<file path="src/rtl/irq_prio_pkg.sv">
package irq_prio_pkg;
    typedef enum logic {
        ST_WATCH = 1'b0,
        ST_OFFER = 1'b1
    } resolver_state_e;
endpackage

</file>
<file path="src/rtl/irq_cfg_regs.sv">
module irq_cfg_regs #(
    parameter int NUM_IRQ   = 8,
    parameter int PRIO_BITS = 3,
    parameter int ADDR_W    = 4
) (
    input  logic                              clk,
    input  logic                              rst_n,
    input  logic                              we,
    input  logic [ADDR_W-1:0]                 addr,
    input  logic [7:0]                        wdata,
    output logic [7:0]                        rdata,
    output logic [NUM_IRQ-1:0][PRIO_BITS-1:0] prio_o,
    output logic [2:0]                        group_o,
    output logic                              gmask_o,
    output logic [PRIO_BITS-1:0]              thresh_o
);
    localparam logic [ADDR_W-1:0] ADDR_GRP = ADDR_W'(NUM_IRQ);
    localparam logic [ADDR_W-1:0] ADDR_GMK = ADDR_W'(NUM_IRQ + 1);
    localparam logic [ADDR_W-1:0] ADDR_THR = ADDR_W'(NUM_IRQ + 2);

    for (genvar i = 0; i < NUM_IRQ; i++) begin : g_prio
        always_ff @(posedge clk or negedge rst_n) begin
            if (!rst_n)
                prio_o[i] <= '0;
            else if (we && addr == ADDR_W'(i))
                prio_o[i] <= wdata[7 -: PRIO_BITS];
        end
    end

    always_ff @(posedge clk or negedge rst_n) begin
        if (!rst_n) begin
            group_o  <= '0;
            gmask_o  <= 1'b0;
            thresh_o <= '0;
        end else if (we) begin
            if (addr == ADDR_GRP) group_o  <= wdata[2:0];
            if (addr == ADDR_GMK) gmask_o  <= wdata[0];
            if (addr == ADDR_THR) thresh_o <= wdata[7 -: PRIO_BITS];
        end
    end

    always_comb begin
        rdata = '0;
        for (int i = 0; i < NUM_IRQ; i++)
            if (addr == ADDR_W'(i)) rdata[7 -: PRIO_BITS] = prio_o[i];
        if (addr == ADDR_GRP) rdata[2:0] = group_o;
        if (addr == ADDR_GMK) rdata[0] = gmask_o;
        if (addr == ADDR_THR) rdata[7 -: PRIO_BITS] = thresh_o;
    end

    p_thresh_write_r7: assert property (@(posedge clk) disable iff (!rst_n)
        (we && addr == ADDR_THR) |=> (thresh_o == $past(wdata[7 -: PRIO_BITS])));
endmodule

</file>
<file path="src/rtl/irq_pick.sv">
module irq_pick #(
    parameter int NUM_IRQ   = 8,
    parameter int PRIO_BITS = 3,
    parameter int IDX_W     = 3
) (
    input  logic [NUM_IRQ-1:0]                pend,
    input  logic [NUM_IRQ-1:0][PRIO_BITS-1:0] prio,
    input  logic [PRIO_BITS-1:0]              thresh,
    output logic                              found,
    output logic [IDX_W-1:0]                  win_idx,
    output logic [PRIO_BITS-1:0]              win_prio
);
    always_comb begin
        found    = 1'b0;
        win_idx  = '0;
        win_prio = '0;
        for (int i = 0; i < NUM_IRQ; i++) begin
            if (pend[i] && (thresh == '0 || prio[i] < thresh)) begin
                if (!found || prio[i] < win_prio) begin
                    found    = 1'b1;
                    win_idx  = IDX_W'(i);
                    win_prio = prio[i];
                end
            end
        end
    end
endmodule

</file>
<file path="src/rtl/irq_active_stack.sv">
module irq_active_stack #(
    parameter int NUM_IRQ   = 8,
    parameter int PRIO_BITS = 3,
    parameter int IDX_W     = 3
) (
    input  logic                              clk,
    input  logic                              rst_n,
    input  logic                              push,
    input  logic [IDX_W-1:0]                  push_idx,
    input  logic                              pop_req,
    input  logic [NUM_IRQ-1:0][PRIO_BITS-1:0] prio,
    input  logic [PRIO_BITS-1:0]              pmask,
    output logic [NUM_IRQ-1:0]                act_o,
    output logic                              idle_o,
    output logic [PRIO_BITS-1:0]              level_o
);
    localparam int DW = $clog2(NUM_IRQ + 1);

    logic [NUM_IRQ-1:0][IDX_W-1:0] stk_q;
    logic [DW-1:0]                 depth_q;
    logic [DW-1:0]                 base;
    logic [IDX_W-1:0]              top_idx;
    logic                          do_pop;
    logic [NUM_IRQ-1:0]            act_n;

    assign do_pop = pop_req && (depth_q != '0);
    assign base   = depth_q - DW'(do_pop);

    always_comb begin
        top_idx = '0;
        for (int k = 0; k < NUM_IRQ; k++)
            if (DW'(k + 1) == depth_q) top_idx = stk_q[k];
    end

    always_comb begin
        act_n = act_o;
        if (do_pop) act_n[top_idx] = 1'b0;
        if (push)   act_n[push_idx] = 1'b1;
    end

    always_ff @(posedge clk or negedge rst_n) begin
        if (!rst_n) begin
            stk_q   <= '0;
            depth_q <= '0;
            act_o   <= '0;
        end else begin
            for (int k = 0; k < NUM_IRQ; k++)
                if (push && DW'(k) == base) stk_q[k] <= push_idx;
            depth_q <= base + DW'(push);
            act_o   <= act_n;
        end
    end

    always_comb begin
        idle_o  = 1'b1;
        level_o = '0;
        for (int i = 0; i < NUM_IRQ; i++) begin
            if (act_o[i] && (idle_o || (prio[i] & pmask) < level_o)) begin
                idle_o  = 1'b0;
                level_o = prio[i] & pmask;
            end
        end
    end

    p_push_inactive_r8: assert property (@(posedge clk) disable iff (!rst_n)
        push |-> !act_o[push_idx]);
    p_depth_bound_r9: assert property (@(posedge clk) disable iff (!rst_n)
        depth_q <= DW'(NUM_IRQ));
    p_depth_tracks_r11: assert property (@(posedge clk) disable iff (!rst_n)
        $countones(act_o) == int'(depth_q));
endmodule

</file>
<file path="src/rtl/irq_prio_resolver.sv">
module irq_prio_resolver
    import irq_prio_pkg::*;
#(
    parameter int NUM_IRQ   = 8,
    parameter int PRIO_BITS = 3,
    localparam int ADDR_W   = $clog2(NUM_IRQ + 3),
    localparam int IDX_W    = (NUM_IRQ > 1) ? $clog2(NUM_IRQ) : 1
) (
    input  logic               clk,
    input  logic               rst_n,
    input  logic [NUM_IRQ-1:0] irq_lines,
    input  logic               cfg_we,
    input  logic [ADDR_W-1:0]  cfg_addr,
    input  logic [7:0]         cfg_wdata,
    output logic [7:0]         cfg_rdata,
    output logic               take_req,
    output logic [IDX_W-1:0]   take_idx,
    input  logic               take_ack,
    input  logic               exit_req,
    output logic               exec_idle,
    output logic [7:0]         exec_level
);
    logic [NUM_IRQ-1:0][PRIO_BITS-1:0] prio;
    logic [2:0]                        group;
    logic                              gmask;
    logic [PRIO_BITS-1:0]              thresh;
    logic [NUM_IRQ-1:0]                pend_q, act, clr;
    logic                              found, go, push;
    logic [IDX_W-1:0]                  win_idx, idx_q;
    logic [PRIO_BITS-1:0]              win_prio, level, pmask;
    int                                sub_eff;
    resolver_state_e                   state_q, state_n;

    irq_cfg_regs #(.NUM_IRQ(NUM_IRQ), .PRIO_BITS(PRIO_BITS), .ADDR_W(ADDR_W)) u_cfg (
        .clk(clk), .rst_n(rst_n), .we(cfg_we), .addr(cfg_addr), .wdata(cfg_wdata),
        .rdata(cfg_rdata), .prio_o(prio), .group_o(group), .gmask_o(gmask),
        .thresh_o(thresh));

    irq_pick #(.NUM_IRQ(NUM_IRQ), .PRIO_BITS(PRIO_BITS), .IDX_W(IDX_W)) u_pick (
        .pend(pend_q), .prio(prio), .thresh(thresh), .found(found),
        .win_idx(win_idx), .win_prio(win_prio));

    irq_active_stack #(.NUM_IRQ(NUM_IRQ), .PRIO_BITS(PRIO_BITS), .IDX_W(IDX_W)) u_stack (
        .clk(clk), .rst_n(rst_n), .push(push), .push_idx(idx_q), .pop_req(exit_req),
        .prio(prio), .pmask(pmask), .act_o(act), .idle_o(exec_idle), .level_o(level));

    always_comb begin
        sub_eff = (int'(group) > PRIO_BITS - 1) ? PRIO_BITS - 1 : int'(group);
        pmask   = {PRIO_BITS{1'b1}} << sub_eff;
    end

    assign push = (state_q == ST_OFFER) && take_ack;
    assign go   = found && !gmask && (exec_idle || (win_prio & pmask) < level);

    always_comb begin
        clr = '0;
        if (push) clr[idx_q] = 1'b1;
    end

    always_ff @(posedge clk or negedge rst_n) begin
        if (!rst_n) pend_q <= '0;
        else        pend_q <= (pend_q | (irq_lines & ~act)) & ~clr;
    end

    // state register and offered index
    always_ff @(posedge clk or negedge rst_n) begin
        if (!rst_n) begin
            state_q <= ST_WATCH;
            idx_q   <= '0;
        end else begin
            state_q <= state_n;
            if (state_q == ST_WATCH && go) idx_q <= win_idx;
        end
    end

    // next state and outputs
    always_comb begin
        state_n    = state_q;
        exec_level = '0;
        exec_level[7 -: PRIO_BITS] = level;
        take_req   = (state_q == ST_OFFER);
        take_idx   = idx_q;
        unique case (state_q)
            ST_WATCH: if (go)       state_n = ST_OFFER;
            ST_OFFER: if (take_ack) state_n = ST_WATCH;
        endcase
    end

    p_offer_hold_r8: assert property (@(posedge clk) disable iff (!rst_n)
        (take_req && !take_ack) |=> (take_req && $stable(take_idx)));
    p_gmask_blocks_r6: assert property (@(posedge clk) disable iff (!rst_n)
        $rose(take_req) |-> !$past(gmask));
    p_offer_pending_r8: assert property (@(posedge clk) disable iff (!rst_n)
        take_req |-> pend_q[take_idx]);
endmodule

</file>
<file path="config.mk">
export PLATFORM = sky130hd
export DESIGN_NAME = irq_prio_resolver
export DESIGN_NICKNAME = d
export VERILOG_FILES = /design/src/rtl/irq_prio_pkg.sv /design/src/rtl/irq_cfg_regs.sv /design/src/rtl/irq_pick.sv /design/src/rtl/irq_active_stack.sv /design/src/rtl/irq_prio_resolver.sv
export SDC_FILE = /design/constraint.sdc
export NUM_CORES = 1
export LEC_CHECK = 0
export CAP_MARGIN = 20
export CORE_ASPECT_RATIO = 0.8
export CORE_MARGIN = 4
export CORE_UTILIZATION = 45
export DETAILED_ROUTE_END_ITERATION = 10
export GPL_TIMING_DRIVEN = 0
export PLACE_DENSITY = 0.61
export SYNTH_ARGS = -nofsm -noshare
export SYNTH_HDL_FRONTEND = slang
export SYNTH_SLANG_ARGS = --single-unit
</file>
<file path="constraint.sdc">
create_clock -name clk -period 13.9 [get_ports clk]
set_clock_uncertainty 0.2 [all_clocks]
set_input_delay 2.78 -clock clk [delete_from_list [all_inputs] [get_ports clk]]
set_output_delay 2.78 -clock clk [all_outputs]
set_load 0.02 [all_outputs]
</file>
==> results.py <==
metrics = {
    "routing": {
        "ant_nets": 0,
        "via_per_inst": 6.04,
        "drtIter0Drc": 434,
        "drt-total-wl_mm": 18.6,
        "vias": 5909,
        "wire_per_inst_um": 19.0,
        "drc": 0,
        "dr.pass1.iters": 4,
    },
    "clocking": {
        "cts_root_buffer": "clkbuf_16",
        "insertion_delay_ns": 0.35,
        "path_clk_slew_ns": 0.06,
        "htree_levels": 3,
        "numClockSinks": 79,
        "cts_tree": "yes",
        "cts_made_buffers": 9,
        "clockBufferDepth": 2,
    },
    "timing": {
        "finalCritPeriodShare_pct": 93.6,
        "max_freq_ghz": 0.0769,
        "drv_slew": 0,
        "setup_viol": 0,
        "grt_setup_unrepaired": "false",
        "max_slew_margin_pct": 42.0,
        "worst_pin_slew_ns": 0.862,
        "period_minus_slack_ns": 13.01,
        "fin_tns_setup_ns": 0,
        "hold_violations": 0,
    },
    "min_path": {
        "hold_depth": 1,
        "min_path_type": "register to register",
    },
    "global_routing": {
        "grt_remaining_overflow": 0,
        "grt_max_degree": 46,
        "grt_pass1_vias": 5684,
        "grt_pass1_wl_mm": 30.0,
        "grt_use_total_pct": 22.8,
        "antenna_found_initial": 0,
    },
    "floorplan": {
        "start_util_pct": 46.0,
        "die_area_um2": 16700,
        "die_w_um": 143,
        "core_area_um2": 14300,
        "ios": 46,
        "rows": 39,
        "die_h_um": 116,
    },
    "yosys": {
        "yosysUniqueCellTypes": 77,
        "syn_inst": 737,
        "synth_edf_count": 0,
        "async_reset_ff_share_pct": 100,
        "synth.area.top_cells": "dfrtp_1 (30%), mux2_2 (11%), ha_1 (9.1%)",
        "synth_warnings": 0,
        "synthFlopType": "dfrtp_1",
        "yosys.area.top_type": "dfrtp_1",
        "ys_seq_elements": 79,
        "syn-cell-area_um2": 6600,
        "synth_top_area_share_pct": 29.9,
        "syn_avg_cell_area_um2": 8.96,
        "synth.yosys.seq_area_share_pct": 29.9,
    },
    "worst_setup_path": {
        "crit_type": "register to output port",
        "ff2ff_path_depth": 57,
        "worstPathArrival_ns": 10.03,
        "path_depth": 42,
        "crit_buf_inv": 2,
        "crit_path_end_kind": "output port",
        "cp_top_family": "compound AO/OA/AOI/OAI gates",
        "r2r_slack_ns": 1.47,
        "slowest_stage": "clkdlybuf4s50_1",
        "slowest_delay_ns": 0.63,
        "startpoint_type": "register",
        "required_ns": 10.92,
        "critical_path.max_fanout": 8,
    },
    "finish": {
        "final_cell_mix": "dfrtp_1 (77), mux2_2 (65), nand2_1 (60)",
        "num-nets-final": 863,
        "diodes": 0,
        "area_delta_synth_final_pct": 14.3,
        "layout-drive-gt1-share_pct": 16.5,
        "layout_commonest_cell": "dfrtp_1",
    },
    "status": {
        "status": "finished clean",
    },
    "placement": {
        "dp_hpwl_mm": 14.6,
        "gp_congestion": 0.907,
        "io_buffers": 34,
    },
    "job": {
        "cap_violations": 0,
    },
}
## path summary, 6_finish.rpt
| check | start | endpoint |
|---|---|---|
| min | u_stack.stk_q[17]$_DFFE_PN0P_ | u_stack.stk_q[17]$_DFFE_PN0P_ |
| min reg2reg | u_stack.stk_q[17]$_DFFE_PN0P_ | u_stack.stk_q[17]$_DFFE_PN0P_ |
| max | u_cfg.group_o[1]$_DFFE_PN0P_ | exec_level[7] |
| min in group asynchronous | rst_n | u_stack.stk_q[16]$_DFFE_PN0P_ |
| max reg2reg | u_cfg.thresh_o[1]$_DFFE_PN0P_ | take_idx[2]$_DFFE_PN0P_ |
| max in group asynchronous | rst_n | u_cfg.group_o[2]$_DFFE_PN0P_ |
## timing repair
| action | CTS | global route |
|---|---|---|
| hold buffers | 0 | 0 |
| resized for setup | 0 | 9 |
| endpoints found under the setup margin | 0 | 3 |
| setup buffers | 0 | 1 |
## state kept, by name, summed over array words and instances (netlist names)
signal	flops
u_cfg.prio_o	24
take_idx	3
u_cfg.group_o	3
u_stack.stk_q	24
take_req	1
u_cfg.thresh_o	3
u_stack.act_o	8
u_cfg.gmask_o	1
u_stack.depth_q	4
pend_q	8
## metal layers
| layer | share of wire (%) | track usage [%] |
|---|---|---|
| met5 | 0 | 0 |
| met4 | 0.74 | 3.39 |
| met3 | 6.3 | 5.32 |
| met2 | 42 | 33.4 |
| met1 | 51 | 35.0 |
## per-stage QoR
step	area, µm²	worst slack, ns	util (%)	instances	hold WS (ns)
6_report	7540	0.889	52.6	979	0.304
5_1_grt	7540	0.0465	52.6	979	0.313
4_1_cts	7510	0.380	52.4	979	0.305
3_5_place_dp	7230	0.812	50.4	963	0.289
3_3_place_gp	7200	0.899	50.2	961	0.285
2_1_floorplan	6630	2.46	-	743	0.254
## cell usage after synthesis (8+ instances only)
cell type / count
buf_4: 8
mux2i_1: 15
nand3b_1: 8
nor3_1: 12
inv_1: 39
dfrtp_1: 79
nand2b_1: 19
a21o_1: 11
a21oi_1: 54
mux2_2: 65
o21ai_0: 52
nand2_1: 60
nand3_1: 20
nor2b_1: 18
nor2_1: 42
clkbuf_1: 30
o21a_1: 16
ha_1: 48
## worst reg2reg max path: cells and delay by family (launching register included)
kind | cells | cell delay [ns]
AO/OA/AOI/OAI | 31 | 6.18
adder cells (fa/ha/maj) | 8 | 2.15
buffers and inverters | 7 | 1.08
flip-flops | 1 | 0.42
multiplexers | 4 | 1.53
AND/OR/NAND/NOR | 7 | 0.77
## cells by family after synthesis
group / share of synthesized area (%)
other: 0.0568
adder cells (fa/ha/maj): 9.10
XOR/XNOR: 0.398
multiplexers: 15.6
AO/OA/AOI/OAI: 22.2
buffers and inverters: 5.63
AND/OR/NAND/NOR: 17.0
flip-flops: 29.9
## cell type report
cell class              instances  area [µm²]
plain buffers                  42         218
clock buffers                  11         243
clock inverters                 5        41.3
fillers                      1347        6800
inverters                      40         150
multi-input cells             581        4300
flip-flops and latches         79        1980
well taps                     184         230
repair buffers                 37         383
Power is left out: the tool's default activity adds up to more than one toggle a clock period on the data nets, which glitch-free logic cannot reach.
